===== config.mk =====
export PLATFORM = sky130hd
export DESIGN_NAME = rxmf_status_crc
export DESIGN_NICKNAME = d
export VERILOG_FILES = /design/src/rtl/rxmf_pkg.sv /design/src/rtl/rxmf_stretch.sv /design/src/rtl/rxmf_ctrl.sv /design/src/rtl/rxmf_datapath.sv /design/src/rtl/rxmf_status_crc.sv
export SDC_FILE = /design/constraint.sdc
export NUM_CORES = 1
export LEC_CHECK = 0
export ABC_AREA = 1
export BUFFER_PORTS_ARGS = -buffer_cell sky130_fd_sc_hd__clkbuf_2
export CAP_MARGIN = 40
export CORE_MARGIN = 5
export CORE_UTILIZATION = 35
export CTS_BUF_LIST = sky130_fd_sc_hd__clkbuf_16
export CTS_CLUSTER_SIZE = 10
export DETAILED_ROUTE_END_ITERATION = 6
export GPL_TIMING_DRIVEN = 0
export PLACE_DENSITY = 0.61
export SLEW_MARGIN = 25
export SYNTH_ARGS = -nofsm -noshare
export SYNTH_HDL_FRONTEND = slang
export SYNTH_SLANG_ARGS = --single-unit

===== constraint.sdc =====
create_clock -name clk -period 19.35 [get_ports clk]
set_input_delay 1.935 -clock clk [delete_from_list [all_inputs] [get_ports clk]]
set_output_delay 1.935 -clock clk [all_outputs]
set_load 0.02 [all_outputs]

===== src/rtl/rxmf_pkg.sv =====
package rxmf_pkg;

  // Strobes from control to datapath, one cycle each.
  typedef struct packed {
    logic syncAcc;    // sync word accepted under lock: seed CRC
    logic wordStep;   // payload word inside an open metaframe
    logic diagCheck;  // diagnostic word closing an open metaframe
  } mfStrobe_t;

  localparam int unsigned CRC_W = 32;

endpackage


===== src/rtl/rxmf_stretch.sv =====
module rxmf_stretch #(
  parameter int unsigned LEN = 3
) (
  input  logic clk,
  input  logic rstN,
  input  logic pulseIn,
  output logic pulseOut
);
  localparam int unsigned CW = $clog2(LEN + 1);

  logic [CW-1:0] cntQ;

  always_ff @(posedge clk) begin
    if (!rstN)               cntQ <= '0;
    else if (pulseIn)        cntQ <= CW'(LEN);
    else if (cntQ != '0)     cntQ <= cntQ - 1'b1;
  end

  assign pulseOut = (cntQ != '0);

  // Covers the rising edge of R1, R2 and R4 for every instance.
  p_stretch_on_r1: assert property (@(posedge clk) disable iff (!rstN)
    pulseIn |=> pulseOut);

  // Three quiet input cycles in a row leave the output low (R4 length bound).
  p_stretch_off_r4: assert property (@(posedge clk) disable iff (!rstN)
    (!pulseIn && $past(!pulseIn) && $past(!pulseIn, 2)) |=> !pulseOut);

endmodule


===== src/rtl/rxmf_ctrl.sv =====
module rxmf_ctrl
  import rxmf_pkg::*;
(
  input  logic       clk,
  input  logic       rstN,
  input  logic       wordValid,
  input  logic       wordSync,
  input  logic       wordDiag,
  input  logic       frameLock,
  output mfStrobe_t  strobe
);
  logic inFrameQ;

  always_comb begin
    strobe.syncAcc   = wordValid && wordSync && frameLock;
    strobe.wordStep  = wordValid && inFrameQ && frameLock && !wordSync && !wordDiag;
    strobe.diagCheck = wordValid && inFrameQ && frameLock && !wordSync && wordDiag;
  end

  always_ff @(posedge clk) begin
    if (!rstN)                 inFrameQ <= 1'b0;
    else if (!frameLock)       inFrameQ <= 1'b0;
    else if (strobe.syncAcc)   inFrameQ <= 1'b1;
    else if (strobe.diagCheck) inFrameQ <= 1'b0;
  end

  // A lost lock discards the open frame: the next word cannot close it.
  p_lockdrop_discard_r8: assert property (@(posedge clk) disable iff (!rstN)
    !frameLock |=> !strobe.diagCheck);

  // A closed frame needs a fresh sync before another check.
  p_close_needs_sync_r10: assert property (@(posedge clk) disable iff (!rstN)
    strobe.diagCheck |=> !strobe.diagCheck);

  // Strobes are mutually exclusive.
  p_strobe_onehot_r3: assert property (@(posedge clk) disable iff (!rstN)
    $onehot0({strobe.syncAcc, strobe.wordStep, strobe.diagCheck}));

endmodule


===== src/rtl/rxmf_datapath.sv =====
module rxmf_datapath
  import rxmf_pkg::*;
#(
  parameter int unsigned         WORD_W    = 64,
  parameter int unsigned         TYPE_W    = 6,
  parameter logic [TYPE_W-1:0]   DIAG_TYPE = 6'h19,
  parameter logic [CRC_W-1:0]    POLY      = 32'h1EDC6F41
) (
  input  logic              clk,
  input  logic              rstN,
  input  mfStrobe_t         strobe,
  input  logic [WORD_W-1:0] wordData,
  output logic [1:0]        statusQ,
  output logic              errEvent
);
  localparam int unsigned  STAT_LSB = CRC_W;
  localparam logic [CRC_W-1:0] SEED = '1;

  function automatic logic [CRC_W-1:0] crcStep(input logic [CRC_W-1:0] c,
                                               input logic [WORD_W-1:0] d);
    logic [CRC_W-1:0] r;
    r = c;
    for (int i = WORD_W - 1; i >= 0; i--) begin
      if (r[CRC_W-1] ^ d[i]) r = (r << 1) ^ POLY;
      else                   r = r << 1;
    end
    return r;
  endfunction

  logic [CRC_W-1:0]  crcQ;
  logic [CRC_W-1:0]  crcSeedIn;
  logic [CRC_W-1:0]  crcNext;
  logic [CRC_W-1:0]  crcFinal;
  logic [WORD_W-1:0] diagMasked;
  logic              typeOk;
  logic              crcBad;

  assign crcSeedIn  = strobe.syncAcc ? SEED : crcQ;
  assign crcNext    = crcStep(crcSeedIn, wordData);
  assign diagMasked = {wordData[WORD_W-1:CRC_W], {CRC_W{1'b0}}};
  assign crcFinal   = crcStep(crcQ, diagMasked);
  assign crcBad     = (~crcFinal) != wordData[CRC_W-1:0];
  assign typeOk     = wordData[WORD_W-1 -: TYPE_W] == DIAG_TYPE;
  assign errEvent   = strobe.diagCheck && crcBad;

  always_ff @(posedge clk) begin
    if (!rstN)                                 crcQ <= SEED;
    else if (strobe.syncAcc || strobe.wordStep) crcQ <= crcNext;
  end

  always_ff @(posedge clk) begin
    if (!rstN)                            statusQ <= 2'b00;
    else if (strobe.diagCheck && typeOk)  statusQ <= wordData[STAT_LSB+1:STAT_LSB];
  end

  p_status_load_r6: assert property (@(posedge clk) disable iff (!rstN)
    (strobe.diagCheck && typeOk) |=> statusQ == $past(wordData[STAT_LSB+1:STAT_LSB]));

  p_status_hold_r7: assert property (@(posedge clk) disable iff (!rstN)
    !(strobe.diagCheck && typeOk) |=> $stable(statusQ));

  p_crc_idle_r11: assert property (@(posedge clk) disable iff (!rstN)
    !(strobe.syncAcc || strobe.wordStep) |=> $stable(crcQ));

endmodule


===== src/rtl/rxmf_status_crc.sv =====
module rxmf_status_crc
  import rxmf_pkg::*;
#(
  parameter int unsigned       WORD_W    = 64,
  parameter int unsigned       TYPE_W    = 6,
  parameter logic [TYPE_W-1:0] DIAG_TYPE = 6'h19,
  parameter logic [31:0]       POLY      = 32'h1EDC6F41,
  parameter int unsigned       STRETCH   = 3
) (
  input  logic              clk,
  input  logic              rstN,
  input  logic              wordValid,
  input  logic [WORD_W-1:0] wordData,
  input  logic              wordSync,
  input  logic              wordDiag,
  input  logic              frameLock,
  output logic              rxFrameStart,
  output logic              rxLockOut,
  output logic [1:0]        rxStatus,
  output logic              rxCrcErr
);
  localparam int unsigned N_STR = 3;

  mfStrobe_t        strobe;
  logic             errEvent;
  logic [N_STR-1:0] pulseIn;
  logic [N_STR-1:0] pulseOut;

  rxmf_ctrl ctrl_i (
    .clk(clk), .rstN(rstN), .wordValid(wordValid), .wordSync(wordSync),
    .wordDiag(wordDiag), .frameLock(frameLock), .strobe(strobe)
  );

  rxmf_datapath #(
    .WORD_W(WORD_W), .TYPE_W(TYPE_W), .DIAG_TYPE(DIAG_TYPE), .POLY(POLY)
  ) dp_i (
    .clk(clk), .rstN(rstN), .strobe(strobe), .wordData(wordData),
    .statusQ(rxStatus), .errEvent(errEvent)
  );

  assign pulseIn = {errEvent, frameLock, strobe.syncAcc};

  for (genvar g = 0; g < N_STR; g++) begin : g_str
    rxmf_stretch #(.LEN(STRETCH)) str_i (
      .clk(clk), .rstN(rstN), .pulseIn(pulseIn[g]), .pulseOut(pulseOut[g])
    );
  end

  assign rxFrameStart = pulseOut[0];
  assign rxLockOut    = pulseOut[1];
  assign rxCrcErr     = pulseOut[2];

endmodule


# ---- Yosys cells after proc, flatten, opt, wreduce, memory -nomap -nowiden
# Cells that the tools add are included.
dict set report word_totals {
  output_inout_bits 5
  register_bits 41
  input_bits 70
}
dict set report classes {
  bitwise_logic 225
  n_reduce_logical 20
  n_mux 137
  n_addsub 3
  n_eq_ne 2
}
# cell count
set op_table {}
lappend op_table {{2-to-1 mux 29 bit} 128}
lappend op_table {{inverter 17 bit} 128}
lappend op_table {{XOR 1 bit} 96}
lappend op_table {{2-to-1 mux 32 bit} 1}
lappend op_table {{inequality test 32 bit} 1}
lappend op_table {{inverter 32 bit} 1}
lappend op_table {{nonzero test 2 bit} 7}
lappend op_table {{2-to-1 mux 2 bit} 6}
lappend op_table {{logical AND 1 bit} 9}
lappend op_table {{equality test 6 x 5 -> 1 bit (second input constant)} 1}
lappend op_table {{subtractor 2 x 1 -> 2 bit (second input constant)} 3}
lappend op_table {{zero test 1 bit} 2}
lappend op_table {{2-to-1 mux 1 bit} 2}
lappend op_table {{AND reduction 2 bit} 1}
lappend op_table {{logical OR 1 bit} 1}

# ---- Longest topological paths before layout
# Gate-level depths: netlist of the first run.
dict set report logic_depth {
  ltp_word 132
  ltp_mapped 94
  depth_no_buf 90
}

# ---- By module
# A second synthesis of the first run with hierarchy kept.
dict set report hier_totals {
  hier_cells 5775
  hier_area_um2 30172.7
}
# mod cells_each area_each_um2 seq_area_each_um2 instances
set by_module_without_submodules {}
lappend by_module_without_submodules {rxmf_datapath 5708 29756.0 680.7 1}
lappend by_module_without_submodules {rxmf_stretch 18 112.6 40.0 3}
lappend by_module_without_submodules {rxmf_ctrl 13 78.8 20.0 1}

# ---- Worst setup path before layout of the first run
# No wires, ideal clock.
dict set report synth_path {
  kind {input to register}
  start {input port wordData[62]}
  end {register g_str[2].str_i.cntQ[0]}
  path_slack_ns 10.169
  stages 80
  t_arrival_ns 9.061
  setup_ns 0.119
  path_cell_list {inv_1 -> nand2_1 -> nand2_1 -> buf_4 -> nand2_1 -> nand2_2 -> inv_2 -> nand2_1 -> nand2_1 -> nand2_1 -> nand2_4 -> inv_4 -> nand2_1 -> nand3_1 -> nand2_2 -> buf_6 -> inv_6 -> nand3_4 -> [44 not listed] -> nand2_4 -> nand2_4 -> nand2_4 -> inv_6 -> nand2_4 -> nand3_2 -> nand2_4 -> nand2_1 -> nand2_1 -> nor2_1 -> nor2_1 -> nand2_1 -> nor2_1 -> nand2_1 -> nor2_1 -> nand3_1 -> nand2_1 -> a21oi_1}
}
dict set report synth_via {
  elab_chain_cells 101
}
# item line_no
set synth_rtl {}
lappend synth_rtl {{start: declaration} rxmf_status_crc.sv:13} ;# input logic [WORD_W-1:0] wordData,
lappend synth_rtl {{XOR 1 bit (*)} rxmf_datapath.sv:24} ;# if (r[CRC_W-1] ^ d[i]) r = (r << 1) ^ POLY;
lappend synth_rtl {{2-to-1 mux 29 bit (*)} rxmf_datapath.sv:24}
lappend synth_rtl {{inverter 17 bit (no source line) / 2-to-1 mux 29 bit (equally long branches)} --}
lappend synth_rtl {{2-to-1 mux 29 bit / inverter 17 bit (equally long branches)} --}
lappend synth_rtl {{inverter 17 bit (no source line) / 2-to-1 mux 29 bit (equally long branches)} --}
lappend synth_rtl {{2-to-1 mux 29 bit / inverter 17 bit (equally long branches)} --}
lappend synth_rtl {{2-to-1 mux 29 bit} rxmf_datapath.sv:24}
lappend synth_rtl {{inverter 17 bit (no source line)} --}
lappend synth_rtl {{[85 not listed]} --}
lappend synth_rtl {{inverter 17 bit (no source line)} --}
lappend synth_rtl {{2-to-1 mux 29 bit} rxmf_datapath.sv:24}
lappend synth_rtl {{inverter 17 bit (no source line)} --}
lappend synth_rtl {{2-to-1 mux 29 bit} rxmf_datapath.sv:24}
lappend synth_rtl {{inverter 32 bit (*)} rxmf_datapath.sv:42} ;# assign crcBad = (~crcFinal) != wordData[CRC_W-1:0];
lappend synth_rtl {{inequality test 32 bit (*)} rxmf_datapath.sv:42}
lappend synth_rtl {{logical AND 1 bit (*)} rxmf_datapath.sv:44} ;# assign errEvent = strobe.diagCheck && crcBad;
lappend synth_rtl {{2-to-1 mux 2 bit / nonzero test 2 bit (equally long branches)} --}
lappend synth_rtl {{end signal: assignment} rxmf_stretch.sv:15} ;# else if (pulseIn) cntQ <= CW'(LEN);
lappend synth_rtl {{end signal: assignment} rxmf_stretch.sv:16} ;# else if (cntQ != '0) cntQ <= cntQ - 1'b1;
lappend synth_rtl {{end: declaration} rxmf_stretch.sv:11} ;# logic [CW-1:0] cntQ;
# Mark *: on every way between the ends. The rest lies on a longest branch, timed or not.
# A chain may end at the register's enable or synchronous reset.

# ---- Worst setup path after layout of the first run
# Same ends and word-level chain as after synthesis.

==> summary.txt, run 1 <==
Cells and area
  • Layout cells sized above 1: between 10% and 20%
  • Filler Cells Inserted: roughly 9600
  • Post-layout util: between 30 and 40%
  • Post-layout nets: between 5000 and 6000
  • Most common cell after layout, fill and taps aside: nand2_1
  • Antenna diode count: 0
  • Area delta synth->final: 6.617%
  • Most frequent cells in the layout: nand2_1, nand3_1, inv_1

GRT
  • Antenna violations before repair: 1
  • Pin count of the biggest net entering global routing: 14
  • Number of global-route vias before repair: between 30000 and 40000
  • GRT overflow: 0
  • GRT met2 Usage: between 30% and 40%
  • M1 GR Usage: 31.52%
  • Wire length of the first global-routing pass: between 150000 and 200000 µm
  • GRT Total Usage: between 20 and 25%
  • Most Used Layer, Global Route: met2
  • M3 GR Usage: around 1.5%

Setup path
  • CP max stage cell: nand3_1
  • Cell repeated most along the worst path: nand2_1
  • CP required: ~20 ns
  • Critical Path End Type: register
  • Setup CP Type: primary input to register
  • Max incr delay on CP: about 0.38 ns
  • Critical Path AT: around 12 ns
  • Critical path fanouts, max: 10
  • Critical path startpoint category: primary input

Timing
  • Final Hold Vio Count: 0
  • Slew margin rel.: 56.82%
  • Worst Skew: 0.002420 ns
  • Final setup margin: around 7.5 ns
  • Fmax: ~0.084 GHz
  • Accumulated negative setup slack: 0 ns
  • RSZ-0062 raised after global routing: false
  • Final setup vio count: 0
  • Max Slew Vio Count: 0
  • Ratio of final minimum period to clock period: around three fifths
  • Worst Tran Pin Value: approximately 0.65 ns
  • Minimum clock period after layout: about 12 ns

CTS
  • Resized Gates After CTS: 0
  • # hold bufs at CTS: 0
  • CTS Buf Count: 5
  • Clock sinks: 41
  • TritonCTS clock tree: done
  • Clk_lat worst skew: 0.28 ns
  • Root Buffer: clkbuf_16
  • Post-CTS setup buffer count: 0
  • Worst-case clock buffer depth: 2
  • Htree depth: 2
  • Worst-path clk slew: around 0.06 ns

Logic synthesis
  • Netlist Area Pre-Place: roughly 30000 µm²
  • Ys async rst share: 0%
  • Synthesized Nets: 5845
  • Syn Area/Cell: between 5 and 6 µm²
  • Prevailing post-synth register cell: dfxtp_1
  • Post-synth EDFFs: 0
  • Synth unique cells: 46
  • Top cell type's share of synthesized area: roughly a third
  • Yosys reg bits: 41
  • Register area share after synthesis: 2.733%
  • Post-Synthesis Cells: about 5800
  • Synth warn: 0
  • Top cells by area, synth: nand2_1, nand3_1, xor2_1
  • Post-synth top area cell: nand2_1

Place
  • Place WS: 7.387 ns
  • DP HPWL: between 90000 and 100000 µm
  • IO buf count: 73
  • RD Place Congestion: between 0.9 and 1

Die
  • Chip width: around 300 µm
  • Core Footprint: 85150 µm²
  • FP Rows: roughly 110
  • Die Ht: ~300 µm
  • Die area: about 92000 µm²
  • Ports: 75
  • Initial Utilization: 35.27%

Run
  • Number of max-cap violations: 0

Min path
  • Hold WC Path Type: register to register

Route
  • Number of vias in the routed layout: ~36000
  • Drt total wl: 109900 µm
  • DRC: 0
  • Initial drt markers: 2966
  • Drt wl/cell: 15.71 µm
  • Pre-antenna DRT Iters: 6
  • Via/cell ratio: ~5
  • Routed Antenna Nets: 0

Status
  • Status: completed
==> cells by family (layout without fill, tap and decap cells) <==
| group | Yosys count | after routing | share of synthesized area, % |
|---|---|---|---|
| compound gates | 77 | 77 | 1.467 |
| xor+xnor | 532 | 532 | 16.04 |
| fa+ha+maj | 3 | 3 | 0.1250 |
| buf+inv | 721 | 802 | 10.96 |
| flops | 41 | 41 | 2.733 |
| simple gates | 4398 | 4398 | 68.67 |
==> worst max-delay path: cells and delay by family <==
kind / cells / cell delay (ns)
AOI/OAI and AO/OA: 1 / 0.08
and+or+nand+nor: 64 / 8.72
buffers and inverters: 9 / 1.24
==> synthesized netlist by cell type (3+ instances only) <==
cell,number
nand2_1,2601
nand3_1,1061
inv_1,499
xor2_1,418
nand2_2,349
nand2_4,121
xnor2_1,100
inv_2,99
nand3_2,84
nor2_1,69
buf_6,48
o21ai_0,42
dfxtp_1,41
buf_4,35
nand3b_1,32
or2_2,23
nand4_1,22
buf_2,16
a21oi_1,14
nor2_4,9
clkbuf_1,8
inv_4,8
or2_1,8
nor2_2,7
o211ai_1,7
xor2_2,6
nand3_4,5
inv_6,4
o21ai_1,4
a21o_1,3
buf_8,3
ha_1,3
o21bai_1,3
xnor3_1,3
==> worst paths after layout <==
kind / cells after the start / endpoint / start / slack (ns)
max: 74 / g_str[2].str_i.cntQ[0] / wordData[62] / 7.50
min: 2 / ctrl_i.inFrameQ / ctrl_i.inFrameQ / 0.46
max reg2reg: 70 / g_str[2].str_i.cntQ[0] / dp_i.crcQ[29] / 8.90
min reg2reg: 2 / ctrl_i.inFrameQ / ctrl_i.inFrameQ / 0.46
==> metrics by stage <==
| stage | hold slack, ns | instance area (µm²) | instances |
|---|---|---|---|
| floorplan | 0.4361 | 30030 | 5772 |
| global placement | 0.4480 | 31830 | 6989 |
| detailed placement | 0.4529 | 31830 | 6989 |
| CTS | 0.4623 | 32020 | 6997 |
| global route | 0.4880 | 32020 | 6997 |
| finish | 0.4601 | 32020 | 6997 |
==> routing by layer <==
layer	share of wire, %	wire length (µm)
met1	45	49820
met5	0	0
met3	6.0	6551
met4	2.8	3050
met2	46	50530
==> layout make-up <==
cell class | count | area, µm² | share of cell area, %
Clock inverter | 3 | 65.06 | 0.2032
Sequential cell | 41 | 820.8 | 2.564
Clock buffer | 5 | 125.1 | 0.3908
Buffer | 110 | 958.4 | 2.993
Timing Repair Buffer | 73 | 365.4 | 1.141
Inverter | 611 | 2333 | 7.288
Multi-Input combinational cell | 5010 | 25920 | 80.95
Tap cell | 1144 | 1431 | 4.471
==> sequential cells by signal (all words and copies together) (netlist names) <==
name              cells
dp_i.crcQ            32
g_str.str_i.cntQ      6
ctrl_i.inFrameQ       1
dp_i.statusQ          2
Power of run 1 is not shown: default switching activity piles up to over one toggle a cycle in this logic, so the estimate is an artifact.
==> inputs of run 2 (changes only) <==
==> constraint.sdc (replaced) <==
create_clock -name clk -period 11.67 [get_ports clk]
set_input_delay 1.167 -clock clk [delete_from_list [all_inputs] [get_ports clk]]
set_output_delay 1.167 -clock clk [all_outputs]
set_load 0.02 [all_outputs]
==> summary.txt, run 2 (synthesized netlist as in run 1, its figures left out) <==
Cells and area
  • Antenna diode count: 0
  • Post-layout util: between 30% and 40%
  • Most frequent cells in the layout: nand2_1, nand3_1, inv_1
  • Post-layout nets: 5929
  • Top Registers: dp_i.crcQ (32), g_str.str_i.cntQ (6), dp_i.statusQ (2)
  • Largest Register: dp_i.crcQ
  • Layout cells sized above 1: between 10% and 20%
  • Area delta synth->final: 6.891%
  • Fin cells: 7001
  • Most common cell after layout, fill and taps aside: nand2_1
  • Filler Cells Inserted: 9597
  • Number of flip-flops in the largest register: 32

Run
  • Number of max-cap violations: 0

CTS
  • Root Buffer: clkbuf_16
  • Htree depth: 2
  • CTS Buf Count: 5
  • TritonCTS clock tree: done
  • Worst-path clk slew: approximately 0.06 ns
  • Worst-case clock buffer depth: 2
  • Clk_lat worst skew: around 0.28 ns
  • Clock sinks: just over 40

Setup path
  • Critical Path AT: 11.00 ns
  • CP required: between 10 and 15 ns
  • Max incr delay on CP: around 0.26 ns
  • Critical Path End Type: register
  • Critical path startpoint category: primary input
  • Critical path fanouts, max: 10
  • Cell repeated most along the worst path: nand2_1
  • CP max stage cell: nand2_2
  • Crit-path leading delay family: simple AND/OR/NAND/NOR gates
  • Setup CP Type: primary input to register
  • Buf/Inv on CP: 9

Route
  • Initial drt markers: around 3000
  • Drt wl/cell: 15.71 µm
  • Via/cell ratio: 5.064
  • Routed Antenna Nets: 0
  • Drt total wl: between 100000 and 150000 µm
  • Pre-antenna DRT Iters: 6
  • DRC: 0
  • Number of vias in the routed layout: between 30000 and 40000

Timing
  • Ratio of final minimum period to clock period: 92.84%
  • Hold Slack: around 0.46 ns
  • Worst Tran Pin Value: 0.6600 ns
  • Slew margin rel.: 56.00%
  • Final Hold Vio Count: 0
  • Worst Skew: 0.002623 ns
  • Final setup vio count: 0
  • Fmax: ~0.092 GHz
  • Minimum clock period after layout: roughly 11 ns
  • Max Slew Vio Count: 0

Place
  • RD Place Congestion: ~0.96
  • DP HPWL: 92280 µm
  • IO buf count: 73
  • Total placed cells including tap cells: approximately 7000

GRT
  • Wire length of the first global-routing pass: approximately 170000 µm
  • Number of global-route vias before repair: 31400
  • Pin count of the biggest net entering global routing: 14
  • Antenna violations before repair: 2
  • GRT Total Usage: ~23%
  • GRT overflow: 0

Die
  • Ports: 75
  • Core Footprint: approximately 85000 µm²
  • Chip width: between 300 and 400 µm
  • Die Ht: between 300 and 400 µm
  • Die area: 91760 µm²
  • Initial Utilization: roughly a third
  • FP Rows: between 100 and 150

Status
  • Status: completed

Min path
  • Hold WC Path Type: register to register
run 2: changes by cell type in the layout (fill, tap and decap cells not counted), moves of 2 or more:
cell	before	now
buf_4	35	38
nand2_1	2601	2598
nand2_2	349	351
nand3_1	1061	1059
run 2: cell type report:
type | count | area (µm²) | area share (%)
clock inverter | 3 | 65.06 | 0.2027
buffer | 110 | 958.4 | 2.986
clock buffer | 5 | 125.1 | 0.3898
sequential | 41 | 820.8 | 2.557
multi-input combinational | 5010 | 25960 | 80.87
inverter | 611 | 2333 | 7.270
tap | 1144 | 1431 | 4.459
timing repair buffer | 77 | 407.9 | 1.271
run 2: routing by layer:
layer / track usage (%) / up-vias / part of all wire [%]
met2: 39.58 / 1094 / 46
li1: - / 18220 / -
met4: 5.227 / 2 / 2.8
met5: 0 / - / 0.012
met3: 1.467 / 160 / 5.9
met1: 31.52 / 15980 / 45
run 2: final timing paths:
path | start | to | slack [ns] | cells after the start
worst max-delay path | wordData[62] | g_str[2].str_i.cntQ[0] | 0.84 | 76
worst min-delay path | ctrl_i.inFrameQ | ctrl_i.inFrameQ | 0.46 | 2
worst max register to register | dp_i.crcQ[29] | g_str[2].str_i.cntQ[0] | 1.54 | 69
worst min register to register | ctrl_i.inFrameQ | ctrl_i.inFrameQ | 0.46 | 2
run 2: tightest hold or removal path: cells and delay by family, from the launching register on:
family           cells  cell delay, ns
flip-flops           1            0.31
AND/OR/NAND/NOR      1            0.06
AO/OA/AOI/OAI        1            0.05
run 2: repair_timing:
| item | 4_1_cts | 5_1_grt |
|---|---|---|
| resized for setup | 0 | 9 |
| hold buffers | 0 | 0 |
| setup endpoints to repair | 0 | 2 |
| buffers inserted | 0 | 4 |
| endpoints found under the hold margin | 0 | 0 |
run 2: stage by stage:
stage	setup TNS, ns	area, µm²	setup slack, ns
floorplan	0	30030	3.257
global placement	0	31830	0.5723
detailed placement	0	31830	0.4750
CTS	0	32020	0.7582
global route	-0.08399	32100	-0.04767
finish	0	32100	0.8355
Power of run 2 is left out for the same reason.
==> inputs of run 3 (changes only) <==
--- a/config.mk
+++ b/config.mk
@@ -15,6 +15,7 @@
 export DETAILED_ROUTE_END_ITERATION = 6
 export GPL_TIMING_DRIVEN = 0
 export PLACE_DENSITY = 0.61
+export REMOVE_ABC_BUFFERS = 1
 export SLEW_MARGIN = 25
 export SYNTH_ARGS = -nofsm -noshare
 export SYNTH_HDL_FRONTEND = slang
==> summary.txt, run 3 (synthesized netlist as in run 1, its figures left out) <==
Status
  • Status: completed

CTS
  • Root Buffer: clkbuf_16
  • Worst-case clock buffer depth: 2
  • Worst-path clk slew: 0.07 ns
  • TritonCTS clock tree: done
  • CTS Buf Count: 5
  • Htree depth: 2
  • Clk_lat worst skew: slightly below 0.3 ns
  • Clock sinks: about 40
  • # hold bufs at CTS: 0

Setup path
  • Cell repeated most along the worst path: nand2_1
  • Setup CP Type: primary input to register
  • Critical Path AT: between 10 and 15 ns
  • Critical Path End Type: register
  • CP max stage cell: xor2_4
  • CP required: between 10 and 15 ns
  • Critical path fanouts, max: 17
  • Critical path startpoint category: primary input
  • Max incr delay on CP: 0.31 ns

Cells and area
  • Layout cells sized above 1: 16.67%
  • Area delta synth->final: 9.045%
  • Post-layout nets: between 5000 and 6000
  • Reg area: 820.8 µm²
  • Filler Cells Inserted: 9564
  • Top Registers: dp_i.crcQ (32), g_str.str_i.cntQ (6), dp_i.statusQ (2)
  • Most common cell after layout, fill and taps aside: nand2_1
  • Largest Register: dp_i.crcQ
  • Number of flip-flops in the largest register: 32
  • Most frequent cells in the layout: nand2_1, nand3_1, inv_1
  • Area of the multi-input gates: roughly 27000 µm²

Timing
  • Slew margin rel.: a little under half
  • Final Hold Vio Count: 0
  • Final setup vio count: 0
  • Hold Slack: 0.4624 ns
  • Ratio of final minimum period to clock period: around 93%
  • Minimum clock period after layout: between 10 and 15 ns
  • Max Slew Vio Count: 0
  • Worst Tran Pin Value: approximately 0.8 ns
  • Fmax: between 0.09 and 0.1 GHz
  • Worst Skew: about 0.0063 ns

Route
  • Initial drt markers: ~3300
  • DRC: 0
  • Number of vias in the routed layout: between 30000 and 40000
  • Drt wl/cell: approximately 16 µm
  • Pre-antenna DRT Iters: 6
  • Routed Antenna Nets: 0
  • Via/cell ratio: just over 5
  • Drt total wl: around 110000 µm

Die
  • Ports: 75
  • Die area: roughly 90000 µm²
  • Die Ht: between 300 and 400 µm
  • FP Rows: between 100 and 150
  • Initial Utilization: a little over a third
  • Chip width: about 300 µm
  • Core Footprint: ~85000 µm²

Place
  • DP HPWL: ~87000 µm
  • IO buf count: 74
  • RD Place Congestion: about 0.96

GRT
  • GRT overflow: 0
  • Wire length of the first global-routing pass: about 170000 µm
  • GRT Total Usage: 22.30%
  • Antenna violations before repair: 2
  • Pin count of the biggest net entering global routing: between 40 and 50
  • Number of global-route vias before repair: about 31000

Min path
  • Hold WC Path Type: register to register

Run
  • Number of max-cap violations: 0
-- run 3: area by class of cell --
cell class                      count  area share, %
Timing Repair Buffer              187          3.760
Antenna cell                        1       0.007642
Tap cell                         1144          4.371
Clock inverter                      3         0.2101
Sequential cell                    41          2.506
Inverter                          611          7.263
Multi-Input combinational cell   5015          81.50
Clock buffer                        5         0.3821
-- run 3: worst paths after layout --
check	startpoint	end	slack, ns	depth (start not counted)
setup reg to reg	dp_i.crcQ[31]	dp_i.crcQ[30]	1.39	75
hold / removal	g_str[1].str_i.cntQ[0]	g_str[1].str_i.cntQ[0]	0.46	2
setup / recovery	wordSync	dp_i.crcQ[30]	0.76	75
hold reg to reg	g_str[1].str_i.cntQ[0]	g_str[1].str_i.cntQ[0]	0.46	2
-- run 3: worst max-delay path, delay by kind of cell --
kind / cells / cell delay, ns
AOI/OAI and AO/OA: 1 / 0.24
xor gates and xnor gates: 3 / 0.83
buffers and inverters: 13 / 1.64
and+or+nand+nor: 58 / 7.19
-- run 3: metrics by stage --
step	TNS, ns	worst slack [ns]	utilization (%)	instance area, µm²	instances
final	0	0.7631	38.46	32750	7007
after CTS	0	0.03406	36.89	31410	6901
after floorplan	0	1.399	-	29070	5662
after global placement	-78.30	-2.628	36.26	30870	6880
after detailed placement	-64.61	-2.176	36.27	30880	6880
after global routing	-0.1019	-0.04617	38.46	32750	7007
-- run 3: timing repair --
action | in CTS | in global routing
endpoints found under the setup margin | 34 | 34
gates cloned | 1 | 4
resized for setup | 57 | 103
pin swaps | 4 | 32
setup buffers | 12 | 101
-- run 3: layer usage --
metal / GRT usage (%) / part of all wire, % / up-vias
li1: - / - / 18270
met1: 30.64 / 45 / 16080
met2: 37.37 / 45 / 1262
met3: 1.467 / 6.4 / 213
met4: 7.025 / 3.9 / 0
met5: 0 / 0 / -
Power of run 3 is left out for the same reason.
